**config.mk**
```make
export PLATFORM = sky130hd
export DESIGN_NAME = usq_seq
export DESIGN_NICKNAME = d
export VERILOG_FILES = /design/src/rtl/usq_pkg.sv /design/src/rtl/usq_cond_mux.sv /design/src/rtl/usq_step_ctr.sv /design/src/rtl/usq_op_reg.sv /design/src/rtl/usq_seq.sv
export SDC_FILE = /design/constraint.sdc
export NUM_CORES = 1
export LEC_CHECK = 0
export BUFFER_PORTS_ARGS = -buffer_cell sky130_fd_sc_hd__buf_4
export CELL_PAD_IN_SITES_DETAIL_PLACEMENT = 1
export CELL_PAD_IN_SITES_GLOBAL_PLACEMENT = 2
export CORE_ASPECT_RATIO = 1.4
export CORE_UTILIZATION = 21
export DETAILED_ROUTE_END_ITERATION = 6
export GPL_ROUTABILITY_DRIVEN = 1
export PLACE_DENSITY_LB_ADDON = 0.08
export SETUP_SLACK_MARGIN = 0.1
export SYNTH_ARGS = -nofsm -noshare
export SYNTH_HDL_FRONTEND = slang
export SYNTH_SLANG_ARGS = --single-unit
```
**constraint.sdc**
```tcl
create_clock -name clk -period 1.36 [get_ports clk]
set_input_delay 0.408 -clock clk [delete_from_list [all_inputs] [get_ports clk]]
set_output_delay 0.408 -clock clk [all_outputs]
set_load 0.05 [all_outputs]
```
**src/rtl/usq_pkg.sv**
```systemverilog
package usq_pkg;
  localparam int OP_W   = 8;
  localparam int STEP_W = 5;
  localparam int SEL_W  = 3;
endpackage

```
**src/rtl/usq_cond_mux.sv**
```systemverilog
module usq_cond_mux #(
  parameter int SEL_W = 3,
  localparam int NSRC  = 1 << SEL_W,
  localparam int NCOND = NSRC - 1
) (
  input  logic [SEL_W-1:0] sel,
  input  logic [NCOND-1:0] cc,
  output logic             hit
);
  logic [NSRC-1:0] src;

  // the top code is wired to a constant true; the rest map straight to inputs
  for (genvar i = 0; i < NSRC; i++) begin : g_src
    if (i == NCOND) begin : g_true
      assign src[i] = 1'b1;
    end else begin : g_cc
      assign src[i] = cc[i];
    end
  end

  assign hit = src[sel];
endmodule

```
**src/rtl/usq_step_ctr.sv**
```systemverilog
module usq_step_ctr #(
  parameter int STEP_W = 5
) (
  input  logic              clk,
  input  logic              rst,
  input  logic              clear,
  output logic [STEP_W-1:0] step_q,
  output logic              ovf_q
);
  localparam logic [STEP_W-1:0] LAST = {STEP_W{1'b1}};

  always_ff @(posedge clk) begin
    if (rst) begin
      step_q <= '0;
      ovf_q  <= 1'b0;
    end else if (clear) begin
      step_q <= '0;
      ovf_q  <= 1'b0;
    end else begin
      step_q <= step_q + 1'b1;
      ovf_q  <= (step_q == LAST);
    end
  end

  // plain advance when neither reset nor clear was applied
  a_r3_step_advance: assert property (@(posedge clk) disable iff (rst)
    (!$past(rst) && !$past(clear)) |-> (step_q == $past(step_q) + 1'b1));

  // an overflow cycle always shows a restarted count
  a_r8_ovf_at_zero: assert property (@(posedge clk) disable iff (rst)
    ovf_q |-> (step_q == '0));
endmodule

```
**src/rtl/usq_op_reg.sv**
```systemverilog
module usq_op_reg #(
  parameter int OP_W = 8
) (
  input  logic            clk,
  input  logic            rst,
  input  logic            load,
  input  logic [OP_W-1:0] d,
  output logic [OP_W-1:0] q
);
  always_ff @(posedge clk) begin
    if (rst)       q <= '0;
    else if (load) q <= d;
  end

  // opcode frozen through an instruction
  a_r5_op_hold: assert property (@(posedge clk) disable iff (rst)
    (!$past(rst) && !$past(load)) |-> $stable(q));

  // fetch captures the offered opcode
  a_r4_op_load: assert property (@(posedge clk) disable iff (rst)
    (!$past(rst) && $past(load)) |-> (q == $past(d)));
endmodule

```
**src/rtl/usq_seq.sv**
```systemverilog
module usq_seq #(
  parameter int OP_W   = usq_pkg::OP_W,
  parameter int STEP_W = usq_pkg::STEP_W,
  parameter int SEL_W  = usq_pkg::SEL_W,
  localparam int NCOND  = (1 << SEL_W) - 1,
  localparam int ADDR_W = OP_W + STEP_W + 1
) (
  input  logic              clk,
  input  logic              rst,
  input  logic [SEL_W-1:0]  uw_sel,
  input  logic              uw_fetch,
  input  logic [NCOND-1:0]  cc_vec,
  input  logic [OP_W-1:0]   op_in,
  output logic [ADDR_W-1:0] ctl_addr,
  output logic [OP_W-1:0]   op_q,
  output logic              step_ovf
);
  localparam logic [SEL_W-1:0] TRUE_CODE = {SEL_W{1'b1}};

  logic              cond_hit;
  logic              br_q;
  logic [STEP_W-1:0] step_q;

  usq_cond_mux #(.SEL_W(SEL_W)) u_cmux (
    .sel (uw_sel),
    .cc  (cc_vec),
    .hit (cond_hit)
  );

  usq_step_ctr #(.STEP_W(STEP_W)) u_step (
    .clk    (clk),
    .rst    (rst),
    .clear  (uw_fetch),
    .step_q (step_q),
    .ovf_q  (step_ovf)
  );

  usq_op_reg #(.OP_W(OP_W)) u_op (
    .clk  (clk),
    .rst  (rst),
    .load (uw_fetch),
    .d    (op_in),
    .q    (op_q)
  );

  // branch latch shares its edge with the step counter
  always_ff @(posedge clk) begin
    if (rst)           br_q <= 1'b0;
    else if (uw_fetch) br_q <= 1'b0;
    else               br_q <= cond_hit;
  end

  // all fields come straight from registers
  assign ctl_addr = {op_q, step_q, br_q};

  // constant-true code always lands in the taken copy
  a_r7_true_code: assert property (@(posedge clk) disable iff (rst)
    (!$past(rst) && !$past(uw_fetch) && $past(uw_sel) == TRUE_CODE) |-> br_q);

  // new instruction enters at step 0, not-taken copy
  a_r4_fetch_entry: assert property (@(posedge clk) disable iff (rst)
    (!$past(rst) && $past(uw_fetch)) |-> (ctl_addr[STEP_W:0] == '0));

  // first address after reset is zero
  a_r2_reset_zero: assert property (@(posedge clk)
    $past(rst) |-> (ctl_addr == '0 && !step_ovf));
endmodule

```
==> flow_metrics.env <==
export IMPL_die_height_um=67.6
export IMPL_portBuffers=43
export IMPL_dpl_cell_area_sq_um=952
export IMPL_peakVddDrop_mv=0.412
export IMPL_hold_path_class="in -> reg"
export IMPL_syn_nets=85
export IMPL_drt_pre_antenna_iters=2
export IMPL_required_ns=0.95
export IMPL_static_leakage_power_nw=0.492
export IMPL_place_hpwl_mm=1.19
export IMPL_syn_area_sq_um=646
export IMPL_synth_cells=62
export IMPL_power_mw=1.09
export IMPL_nets=122
export IMPL_worstPathMaxFanout=4
export IMPL_timing_rr_start="u_step.step_q[0]"
export IMPL_antenna_found_initial=0
export IMPL_ys_seq_elements=15
export IMPL_overflow=0
export IMPL_worstHoldStart="uw_sel[0]"
export IMPL_area_growth_pct=55.4
export IMPL_syn_avg_cell_area_sq_um=10.4
export IMPL_final_max_slew_viol_count=0
export IMPL_initial_core_util=0.222
export IMPL_ctsRootBufferMaster="clkbuf_8"
export IMPL_cap_violations=0
export IMPL_cts_setup_buffers=0
export IMPL_grt_usage=0.103
export IMPL_hold_violations=0
export IMPL_clkSlewWorstSetupHoldPaths_ns=0.06
export IMPL_yosysUniqueCellTypes=19
export IMPL_wire_per_inst_um=11.2
export IMPL_grt_pass1_vias=598
export IMPL_crit_path_end_kind="output pin"
export IMPL_clock_path_buffers=2
export IMPL_crit_buf_inv=1
export IMPL_rsz0062_at_grt="no"
export IMPL_fin_area_sq_um=1000
export IMPL_first_iter_violations=6
export IMPL_finalSetupTns_ns=0
export IMPL_multiInputGateArea_sq_um=272
export IMPL_max_freq_ghz=0.828
export IMPL_ioPinCount=44
export IMPL_start_kind="flop"
export IMPL_finClkSkew_ns=0.000412
export IMPL_antenna_left=0
export IMPL_die_w_um=48.9
export IMPL_ys_seq_area_frac=0.465
export IMPL_grt_pass1_wl_mm=2.50
export IMPL_viasPerCell=4.04
export IMPL_post_route_min_period_ns=1.21
export IMPL_slowest_stage="dfxtp_2"
export IMPL_die_area_sq_um=3300
export IMPL_htreeDepth=1
export IMPL_drive_gt1_frac=0.612
export IMPL_crit_chain="buf_4"
export IMPL_tritoncts="yes"
export IMPL_slowest_delay_ns=0.36
export IMPL_cts_sinks=15
export IMPL_row_count=23
export IMPL_startpoint="u_step.step_q[2]"
export IMPL_crit_arrival_ns=0.80
export IMPL_critPathTopFamily="flip-flops"
export IMPL_clk_latency_ns=0.24
export IMPL_crit_type="reg -> out"
export IMPL_netlist_top_cells_area="dfxtp_1 47%, mux2i_1 12%, buf_4 10%, nor2_1 5.8%, ha_1 3.9%"
export IMPL_slew_headroom=0.827
export IMPL_drc=0
export IMPL_wl_mm=1.51
export IMPL_fillers=352
export IMPL_outcome="finished clean"
export IMPL_finalCritPeriodShare=0.888
export IMPL_num_vias=546
export IMPL_yosysTopAreaCellShare=0.465
export IMPL_diodes=0
export IMPL_ys_warn_count=0
export IMPL_register_area_sq_um=314
export IMPL_worstMarginPinSlew_ns=0.258
export IMPL_grt_max_degree=13
export IMPL_p_per_area_nw_per_um2=1080
export IMPL_yosys_area_top_type="dfxtp_1"
export IMPL_gp_congestion=0.666
export IMPL_utilization=0.345
export IMPL_setup_viol_count_final=0
export IMPL_core_area_sq_um=2910
export IMPL_numCtsBuffers=3
registers in the layout, summed over array words and instances, names as in the netlist:
signal	count
u_step.ovf_q	1
br_q	1
u_step.step_q	5
u_op.q	8
worst register-to-register path: stages (launching register included):
cell	delay, ns
dfxtp_2	0.33
ha_2	0.19
and3_1	0.19
ha_1	0.26
and2_1	0.13
through the flow:
stage                     setup slack (ns)  instances  hold slack (ns)
final                                0.153        135            0.357
after global routing                 0.103        135            0.371
after CTS                            0.105        135            0.350
after detailed placement            0.0752        131            0.438
after global placement              0.0941        131            0.433
after floorplan                     0.0464         62            0.477
logic make-up (layout without fill, tap and decap cells):
logic type      Yosys count  in the layout  synth area share
flops                    15             15             0.465
compound gates            2              2            0.0310
mux                       9              9             0.159
buf+inv                  11             47             0.118
fa+ha+maj                 2              2            0.0388
xor+xnor                  2              2            0.0271
simple gates             21             21             0.161
synth_stat cells:
master and n:
or4bb_1 1, a211oi_1 1, ha_1 2, mux4_2 1, buf_4 9, xor2_1 1, a211oi_2 1, nor2_1 10
nand3_1 1, and2_1 3, nor2b_1 1, mux2i_1 8, clkbuf_1 1, buf_2 1, xnor2_1 1, nand2_1 1
nor3_1 3, and3_1 1, dfxtp_1 15
area by class of cell:
cell class,instances,area share
clock buffer,4,0.0449
multi-input combinational,36,0.271
sequential,15,0.313
tap,37,0.0461
timing repair buffer,43,0.325
layer usage:
metal / share of wire / up-vias / GRT usage / routed length, um
met4: 0.013 / 0 / 0.0662 / 19
li1: - / 271 / - / -
met1: 0.39 / 245 / 0.102 / 587
met2: 0.53 / 28 / 0.191 / 801
met5: 0 / - / 0 / 0
met3: 0.066 / 2 / 0.0248 / 99
worst paths after layout:
path / to / slack, ns / cells past startpoint
hold / removal: br_q / 0.36 / 2
setup / recovery: ctl_addr[3] / 0.15 / 1
setup reg to reg: u_step.step_q[4] / 0.16 / 4
hold reg to reg: u_step.step_q[0] / 0.44 / 1
cells in the final DEF, fill, tap and decap left out, types with 3 or more instances in the layout:
cell,netlist,routed
clkbuf_8,0,3
dfxtp_2,0,11
dfxtp_1,15,4
mux2i_1,8,8
nor3_1,3,3
buf_4,9,42
and2_1,3,3
nor2_1,10,10
what timing repair did:
item	in CTS	in global routing
gates resized for setup	0	2
hold buffers	0	0
endpoints found under the setup margin	0	2
power breakdown:
| part | total (mW) | switching, mW | internal, mW |
|---|---|---|---|
| Sequential | 0.476 | 0.0136 | 0.462 |
| Clock | 0.349 | 0.142 | 0.207 |
| Combinational | 0.264 | 0.162 | 0.102 |
Note: power is estimated with default switching activity, not from simulation.
